$ cat src/rtl/pct_pkg.sv
package pct_pkg;

    localparam int CNT_LSB   = 9;
    localparam int LO_TICK_W = 32 - CNT_LSB;

    localparam logic [1:0] WIDX_HI  = 2'd0;
    localparam logic [1:0] WIDX_LO  = 2'd1;
    localparam logic [1:0] WIDX_NR  = 2'd2;
    localparam logic [1:0] WIDX_RUN = 2'd3;

    typedef enum logic [1:0] {
        ST_COUNT     = 2'd0,
        ST_USER_HALT = 2'd1,
        ST_USER_RUN  = 2'd2
    } pct_state_e;

endpackage

$ cat src/rtl/pct_ctrl.sv
module pct_ctrl
    import pct_pkg::*;
(
    input  logic clk,
    input  logic rst_n,
    input  logic user_mode,
    input  logic wr_run,
    input  logic run_wbit,
    output logic is_user,
    output logic advancing,
    output logic ent_user,
    output logic ent_count,
    output logic run_q
);

    pct_state_e state_q, state_d;
    logic       run_d;

    always_ff @(posedge clk) begin
        if (!rst_n) begin
            state_q <= ST_COUNT;
            run_q   <= 1'b0;
        end else begin
            state_q <= state_d;
            run_q   <= run_d;
        end
    end

    always_comb begin
        state_d   = state_q;
        run_d     = run_q;
        ent_user  = 1'b0;
        ent_count = 1'b0;
        unique case (state_q)
            ST_COUNT: begin
                if (user_mode) begin
                    ent_user = 1'b1;
                    state_d  = run_q ? ST_USER_RUN : ST_USER_HALT;
                end
            end
            ST_USER_HALT: begin
                if (!user_mode) begin
                    ent_count = 1'b1;
                    state_d   = ST_COUNT;
                end else if (wr_run) begin
                    run_d   = run_wbit;
                    state_d = run_wbit ? ST_USER_RUN : ST_USER_HALT;
                end
            end
            ST_USER_RUN: begin
                if (!user_mode) begin
                    ent_count = 1'b1;
                    state_d   = ST_COUNT;
                end else if (wr_run) begin
                    run_d   = run_wbit;
                    state_d = run_wbit ? ST_USER_RUN : ST_USER_HALT;
                end
            end
            default: state_d = ST_COUNT;
        endcase
    end

    assign is_user   = (state_q != ST_COUNT);
    assign advancing = (state_q != ST_USER_HALT);

    a_r10_run_state: assert property (@(posedge clk) disable iff (!rst_n)
        (state_q == ST_USER_RUN) |-> run_q);

    a_r10_halt_state: assert property (@(posedge clk) disable iff (!rst_n)
        (state_q == ST_USER_HALT) |-> !run_q);

endmodule

$ cat src/rtl/pct_count.sv
module pct_count
    import pct_pkg::*;
#(
    parameter int LIM_W       = 22,
    parameter int USER_TICK_W = 45
) (
    input  logic                   clk,
    input  logic                   rst_n,
    input  logic                   tick_en,
    input  logic                   is_user,
    input  logic                   advancing,
    input  logic                   ent_user,
    input  logic                   ent_count,
    input  logic                   wr_hi,
    input  logic                   wr_lo,
    input  logic                   wr_nr,
    input  logic                   rd_hi,
    input  logic [31:0]            wdata,
    output logic [USER_TICK_W-1:0] cnt_q,
    output logic [LIM_W-1:0]       lim_q,
    output logic                   reached_q,
    output logic                   irq_q
);

    localparam int HI_W = USER_TICK_W - LO_TICK_W;

    logic [USER_TICK_W-1:0] cnt_d;
    logic [LIM_W-1:0]       lim_d;
    logic                   reached_d;
    logic                   irq_d;
    logic [LIM_W-1:0]       cnt_lo;
    logic [LIM_W-1:0]       step_lo;
    logic [LIM_W-1:0]       wlim;
    logic                   at_limit;

    assign cnt_lo   = cnt_q[LIM_W-1:0];
    assign wlim     = wdata[CNT_LSB +: LIM_W];
    assign at_limit = (lim_q != '0) && (cnt_lo == lim_q);
    assign step_lo  = at_limit ? {{(LIM_W-1){1'b0}}, 1'b1} : cnt_lo + 1'b1;

    always_comb begin
        cnt_d     = cnt_q;
        lim_d     = lim_q;
        reached_d = reached_q;
        irq_d     = irq_q;
        if (tick_en && advancing) begin
            if (is_user) begin
                cnt_d = cnt_q + 1'b1;
                if (&cnt_q) reached_d = 1'b1;
            end else begin
                cnt_d = USER_TICK_W'(step_lo);
                if ((lim_q != '0) && (step_lo == lim_q)) begin
                    reached_d = 1'b1;
                    irq_d     = 1'b1;
                end
            end
        end
        if (!is_user) begin
            if (wr_hi) begin
                lim_d = wlim;
                cnt_d = '0;
                irq_d = 1'b0;
            end else if (wr_nr) begin
                lim_d = wlim;
            end
            if (rd_hi) begin
                reached_d = 1'b0;
                irq_d     = 1'b0;
            end
        end else begin
            if (wr_hi) cnt_d[USER_TICK_W-1:LO_TICK_W] = wdata[HI_W-1:0];
            if (wr_lo) cnt_d[LO_TICK_W-1:0] = wdata[31:CNT_LSB];
        end
        if (ent_user) begin
            irq_d     = 1'b0;
            reached_d = 1'b0;
        end
        if (ent_count) begin
            cnt_d     = '0;
            lim_d     = '0;
            reached_d = 1'b0;
            irq_d     = 1'b0;
        end
    end

    always_ff @(posedge clk) begin
        if (!rst_n) begin
            cnt_q     <= '0;
            lim_q     <= '0;
            reached_q <= 1'b0;
            irq_q     <= 1'b0;
        end else begin
            cnt_q     <= cnt_d;
            lim_q     <= lim_d;
            reached_q <= reached_d;
            irq_q     <= irq_d;
        end
    end

    a_r11_user_no_irq: assert property (@(posedge clk) disable iff (!rst_n)
        is_user |-> !irq_q);

    a_r5_irq_with_reached: assert property (@(posedge clk) disable iff (!rst_n)
        irq_q |-> reached_q);

    a_r10_halt_holds: assert property (@(posedge clk) disable iff (!rst_n)
        (is_user && !advancing && !wr_hi && !wr_lo && !ent_count) |=> $stable(cnt_q));

    a_r6_read_clears: assert property (@(posedge clk) disable iff (!rst_n)
        (!is_user && rd_hi) |=> (!irq_q && !reached_q));

    a_r3_free_no_irq: assert property (@(posedge clk) disable iff (!rst_n)
        (!is_user && lim_q == '0 && !irq_q) |=> !irq_q);

endmodule

$ cat src/rtl/pct_regs.sv
module pct_regs
    import pct_pkg::*;
#(
    parameter int ADDR_W      = 5,
    parameter int LIM_W       = 22,
    parameter int USER_TICK_W = 45
) (
    input  logic                   is_user,
    input  logic                   req_valid,
    input  logic                   req_write,
    input  logic [ADDR_W-1:0]      req_addr,
    input  logic [USER_TICK_W-1:0] cnt_q,
    input  logic [LIM_W-1:0]       lim_q,
    input  logic                   reached_q,
    input  logic                   run_q,
    output logic [31:0]            rd_data,
    output logic                   wr_hi,
    output logic                   wr_lo,
    output logic                   wr_nr,
    output logic                   wr_run,
    output logic                   rd_hi
);

    localparam int HI_W = USER_TICK_W - LO_TICK_W;

    logic       in_map;
    logic [1:0] widx;
    logic       do_wr;
    logic       do_rd;

    assign in_map = (req_addr[ADDR_W-1:4] == '0) && (req_addr[1:0] == 2'b00);
    assign widx   = req_addr[3:2];
    assign do_wr  = req_valid && req_write && in_map;
    assign do_rd  = req_valid && !req_write && in_map;

    assign wr_hi  = do_wr && (widx == WIDX_HI);
    assign wr_lo  = do_wr && (widx == WIDX_LO) && is_user;
    assign wr_nr  = do_wr && (widx == WIDX_NR) && !is_user;
    assign wr_run = do_wr && (widx == WIDX_RUN) && is_user;
    assign rd_hi  = do_rd && (widx == WIDX_HI);

    always_comb begin
        rd_data = '0;
        if (do_rd) begin
            unique case (widx)
                WIDX_HI: begin
                    if (is_user) rd_data[HI_W-1:0] = cnt_q[USER_TICK_W-1:LO_TICK_W];
                    else         rd_data[CNT_LSB +: LIM_W] = lim_q;
                    rd_data[31] = reached_q;
                end
                WIDX_LO: begin
                    if (is_user) begin
                        rd_data[31:CNT_LSB] = cnt_q[LO_TICK_W-1:0];
                    end else begin
                        rd_data[CNT_LSB +: LIM_W] = cnt_q[LIM_W-1:0];
                        rd_data[31] = reached_q;
                    end
                end
                WIDX_RUN: rd_data[0] = run_q;
                default:  rd_data = '0;
            endcase
        end
    end

endmodule

$ cat src/rtl/proc_cnt_timer.sv
module proc_cnt_timer #(
    parameter int ADDR_W      = 5,
    parameter int LIM_W       = 22,
    parameter int USER_TICK_W = 45
) (
    input  logic              clk,
    input  logic              rst_n,
    input  logic              tick_en,
    input  logic              user_mode,
    input  logic              req_valid,
    input  logic              req_write,
    input  logic [ADDR_W-1:0] req_addr,
    input  logic [31:0]       req_wdata,
    output logic [31:0]       rd_data,
    output logic              irq
);

    logic                   is_user, advancing, ent_user, ent_count, run_q;
    logic                   wr_hi, wr_lo, wr_nr, wr_run, rd_hi;
    logic [USER_TICK_W-1:0] cnt_q;
    logic [LIM_W-1:0]       lim_q;
    logic                   reached_q;

    pct_ctrl u_ctrl (
        .clk       (clk),
        .rst_n     (rst_n),
        .user_mode (user_mode),
        .wr_run    (wr_run),
        .run_wbit  (req_wdata[0]),
        .is_user   (is_user),
        .advancing (advancing),
        .ent_user  (ent_user),
        .ent_count (ent_count),
        .run_q     (run_q)
    );

    pct_count #(.LIM_W(LIM_W), .USER_TICK_W(USER_TICK_W)) u_count (
        .clk       (clk),
        .rst_n     (rst_n),
        .tick_en   (tick_en),
        .is_user   (is_user),
        .advancing (advancing),
        .ent_user  (ent_user),
        .ent_count (ent_count),
        .wr_hi     (wr_hi),
        .wr_lo     (wr_lo),
        .wr_nr     (wr_nr),
        .rd_hi     (rd_hi),
        .wdata     (req_wdata),
        .cnt_q     (cnt_q),
        .lim_q     (lim_q),
        .reached_q (reached_q),
        .irq_q     (irq)
    );

    pct_regs #(.ADDR_W(ADDR_W), .LIM_W(LIM_W), .USER_TICK_W(USER_TICK_W)) u_regs (
        .is_user   (is_user),
        .req_valid (req_valid),
        .req_write (req_write),
        .req_addr  (req_addr),
        .cnt_q     (cnt_q),
        .lim_q     (lim_q),
        .reached_q (reached_q),
        .run_q     (run_q),
        .rd_data   (rd_data),
        .wr_hi     (wr_hi),
        .wr_lo     (wr_lo),
        .wr_nr     (wr_nr),
        .wr_run    (wr_run),
        .rd_hi     (rd_hi)
    );

endmodule

$ cat config.mk
export PLATFORM = sky130hd
export DESIGN_NAME = proc_cnt_timer
export DESIGN_NICKNAME = d
export VERILOG_FILES = /design/src/rtl/pct_pkg.sv /design/src/rtl/pct_ctrl.sv /design/src/rtl/pct_count.sv /design/src/rtl/pct_regs.sv /design/src/rtl/proc_cnt_timer.sv
export SDC_FILE = /design/constraint.sdc
export NUM_CORES = 1
export LEC_CHECK = 0
export ABC_AREA = 0
export BUFFER_PORTS_ARGS = -buffer_cell sky130_fd_sc_hd__clkbuf_2
export CAP_MARGIN = 40
export CORE_MARGIN = 5
export CORE_UTILIZATION = 40
export DETAILED_ROUTE_END_ITERATION = 8
export SLEW_MARGIN = 20
export SYNTH_ARGS = -nofsm -noshare
export SYNTH_HDL_FRONTEND = slang
export SYNTH_SLANG_ARGS = --single-unit
$ cat constraint.sdc
create_clock -name clk -period 4.6 [get_ports clk]
set_clock_uncertainty 0.15 [all_clocks]
set_input_delay 0.23 -clock clk [delete_from_list [all_inputs] [get_ports clk]]
set_output_delay 0.23 -clock clk [all_outputs]
set_load 0.05 [all_outputs]
==> out/metrics.csv <==
stage,metric,value,unit
routing,WL met3,1535,um
floorplan,Die Span Y,129.4,um
routing,vias after detailed routing,6076,
placement,dpl cells,963,
synthesis,Commonest cells post-synth,"nor2_1, nand2_1, dfxtp_1",
routing,met2 wire length,9940,um
synthesis,prevailing post-synth register cell,dfxtp_1,
finish,area delta synth->final,19.63,%
synthesis,Post-Syn Area per Cell,7.567,um2
global_route,initial antenna violation count,0,
routing,M1 WL,9444,um
placement,post-DP HPWL,15620,um
power_and_ir_drop,total power,1.679,mW
setup_path,Critical Path RT,4.72,ns
hold_path,hold path start,req_wdata[10],
synthesis,top post-synthesis cells by area,"dfxtp_1, a22oi_1, nor2_1, xnor2_1, nand2_1",
hold_path,Hold EP,u_count.lim_q[1]$_SDFFE_PP0P_,
global_route,largest net degree at the start of global routing,51,
clock_network,CTS tree,done,
routing,WL final,21540,um
routing,Pre-Repair DR Iteration Count,5,
setup_path,cells on worst reg2reg path,9,
finish,layout cells sized above 1,17.13,%
sta,headroom to the max-slew limit,48.84,%
hold_path,worst min path class,in2reg,
clock_network,clk_lat worst skew,0.36,ns
setup_path,"slowest stage cell, crit path",or4b_2,
finish,Final nets,875,
setup_path,"slowest stage delay, CP",0.62,ns
floorplan,die width,129.4,um
sta,Tightest Pin Transition,0.7604,ns
clock_network,cts bufs inserted,9,
sta,fin. max-slew vios,0,
placement,pre-CTS WS,1.116,ns
synthesis,"FF+latch count, synth",72,
synthesis,Syn Inst Count,753,
finish,area of the multi-input gates,3918,um2
routing,Detail Route Antenna Nets,0,
sta,setup ws final,1.069,ns
finish,register cell area after layout,1441,um2
synthesis,Synth top area share,25.30,%
finish,final instance area,6817,um2
setup_path,Top delay family on crit path,simple AND/OR/NAND/NOR gates,
setup_path,reg-to-reg critical path endpoint,u_count.reached_q$_SDFF_PP0_,
synthesis,YS warnings,0,
sta,# setup viols final,0,
synthesis,post-synthesis sequential area ratio,25.30,%
sta,fmax,283.2,MHz
run,max cap viols,0,
setup_path,crit path capture type,register,
floorplan,I/O pins,76,
finish,Final Util,48.92,%
power_and_ir_drop,power per cell area,246.3,nW/um2
placement,"Cell Area, Placed",6213,um2
setup_path,Critical R2R Launch,u_count.cnt_q[0]$_SDFF_PP0_,
setup_path,reg2reg setup slack,1.07,ns
clock_network,deepest clock path buffer count,2,
setup_path,most frequent CP cell,nand3_1,
floorplan,Initial Utilization,40.89,%
placement,GPL Wtd Cong,0.9740,
clock_network,Post-CTS Setup Repair Bufs,0,
global_route,gr usage total,26.14,%
power_and_ir_drop,peak supply drop,0.2323,mV
routing,vias per inst,6.022,
clock_network,CTS H-tree depth,3,
setup_path,CP Cell Sequence,ha_1 > nand3_1 > nor4_4 > nand3_1 > xor2_1 > or4b_2 > a311oi_2 > nand4_1 > a211oi_1,
finish,Fillers,1429,
hold_path,hold path depth,3,
finish,n_diodes,0,
finish,final cell count without fillers,1009,
setup_path,CP Max Fanout,10,
routing,wire per inst,21.35,um
synthesis,Mapped Nets,804,
power_and_ir_drop,Static Leak,2.600,nW
setup_path,CP Data Arrival Time,3.66,ns
synthesis,Post-synth EDFFs,0,
clock_network,root buf cell,clkbuf_16,
setup_path,CP startpoint kind,register,
clock_network,post-cts sizing count,0,
setup_path,Levels on crit path,9,
routing,Remaining DRCs,0,
synthesis,largest area contributor in the netlist,dfxtp_1,
synthesis,ys async rst share,0,%
sta,RSZ-0062 raised after global routing,no,
floorplan,floorplan core area,13930,um2
routing,DR iter-0 viols,570,
global_route,gr ovfl total,0,
sta,hold_ws,0.004708,ns
setup_path,Crit path buffers/inverters,0,
floorplan,die area,16730,um2
synthesis,Mapped Area,5698,um2
synthesis,most frequent cell after synthesis,nor2_1,
outcome,status,finished clean,
sta,Sum Neg Setup Slack,0,ns
global_route,global-route wire length before repair,33740,um
sta,Tcrit/Tclk final,76.75,%
sta,crit path time final,3.531,ns
routing,Top Layer Used,met4,
clock_network,clk sinks,72,
synthesis,"Distinct cells, synth",75,
clock_network,clock slew at reported path FFs,0.06,ns
placement,Port Buffers,75,
floorplan,std cell rows,43,
sta,Final Hold Violating Endpoints,0,
global_route,vias in the first global route,5899,
setup_path,critical path class,reg2reg,
[what timing repair did]
item,4_1_cts,5_1_grt
setup endpoints to repair,0,0
hold buffers,30,0
hold endpoints to repair,42,0
[power by group]
part	internal (mW)	total [mW]	switching (mW)
sequential	0.629	0.639	0.0105
combinational	0.106	0.300	0.194
clock	0.425	0.739	0.314
[cell type report]
cell class	count	share of cell area [%]
Clock buffer	9	3.304
Clock inverter	7	1.138
Inverter	14	0.7709
Multi-Input combinational cell	602	57.47
Sequential cell	72	21.15
Tap cell	180	3.304
Timing Repair Buffer	125	12.87
[worst max-delay path by stage]
stage | start | end | slack [ns]
2_1_floorplan | u_count.cnt_q[1]$_SDFF_PP0_ | u_count.reached_q$_SDFF_PP0_ | 1.59
3_3_place_gp | u_count.cnt_q[0]$_SDFF_PP0_ | u_count.irq_q$_SDFF_PP0_ | 1.16
3_5_place_dp | u_count.cnt_q[0]$_SDFF_PP0_ | u_count.irq_q$_SDFF_PP0_ | 1.12
4_1_cts | u_count.cnt_q[0]$_SDFF_PP0_ | u_count.reached_q$_SDFF_PP0_ | 1.07
5_1_grt | u_count.cnt_q[0]$_SDFF_PP0_ | u_count.reached_q$_SDFF_PP0_ | 0.80
6_report | u_count.cnt_q[0]$_SDFF_PP0_ | u_count.reached_q$_SDFF_PP0_ | 1.07
[routing by layer]
metal | GRT usage, % | up-vias
li1 | - | 2859
met1 | 34.82 | 2925
met2 | 42.38 | 241
met3 | 5.070 | 51
met4 | 9.080 | 0
met5 | 0 | -
[placed cells by master (no fill, tap or decap), drive strengths merged, types with 7 or more instances in the layout]
cell / netlist / final
ha: 8 / 8
xnor2: 41 / 41
mux2: 13 / 13
dfxtp: 72 / 72
nand2: 76 / 76
and2: 14 / 14
nor2: 95 / 95
nor4: 10 / 10
nor2b: 15 / 15
nor3: 20 / 20
and3: 8 / 8
xor2: 25 / 25
inv: 13 / 15
a21oi: 47 / 47
dlygate4sd3: 0 / 30
a21o: 7 / 7
a32oi: 8 / 8
nand3: 17 / 17
a22oi: 59 / 59
buf: 30 / 19
clkbuf: 35 / 84
nand4: 22 / 22
o21ai: 29 / 29
[state kept, by name (all words and copies together) (netlist names)]
name               cells
u_ctrl.run_q           1
u_ctrl.state_q         2
u_count.reached_q      1
u_count.cnt_q         45
u_count.lim_q         22
u_count.irq_q          1
[logic make-up (layout without fill, tap and decap cells)]
logic type / Yosys count / count (layout) / share of synthesized area [%]
muxes: 15 / 15 / 2.921
buffers and inverters: 79 / 155 / 6.346
DFF: 72 / 72 / 25.30
xor gates and xnor gates: 69 / 69 / 11.51
and+or+nand+nor: 317 / 317 / 29.23
AOI/OAI and AO/OA: 193 / 193 / 22.95
adders and majority gates: 8 / 8 / 1.757
[tightest hold or removal path: cells and delay by family]
family | cells | cell delay (ns)
AO/OA/AOI/OAI | 1 | 0.05
buffers and inverters | 1 | 0.12
AND/OR/NAND/NOR | 1 | 0.06
No activity file was read; power rests on OpenSTA's default activity.
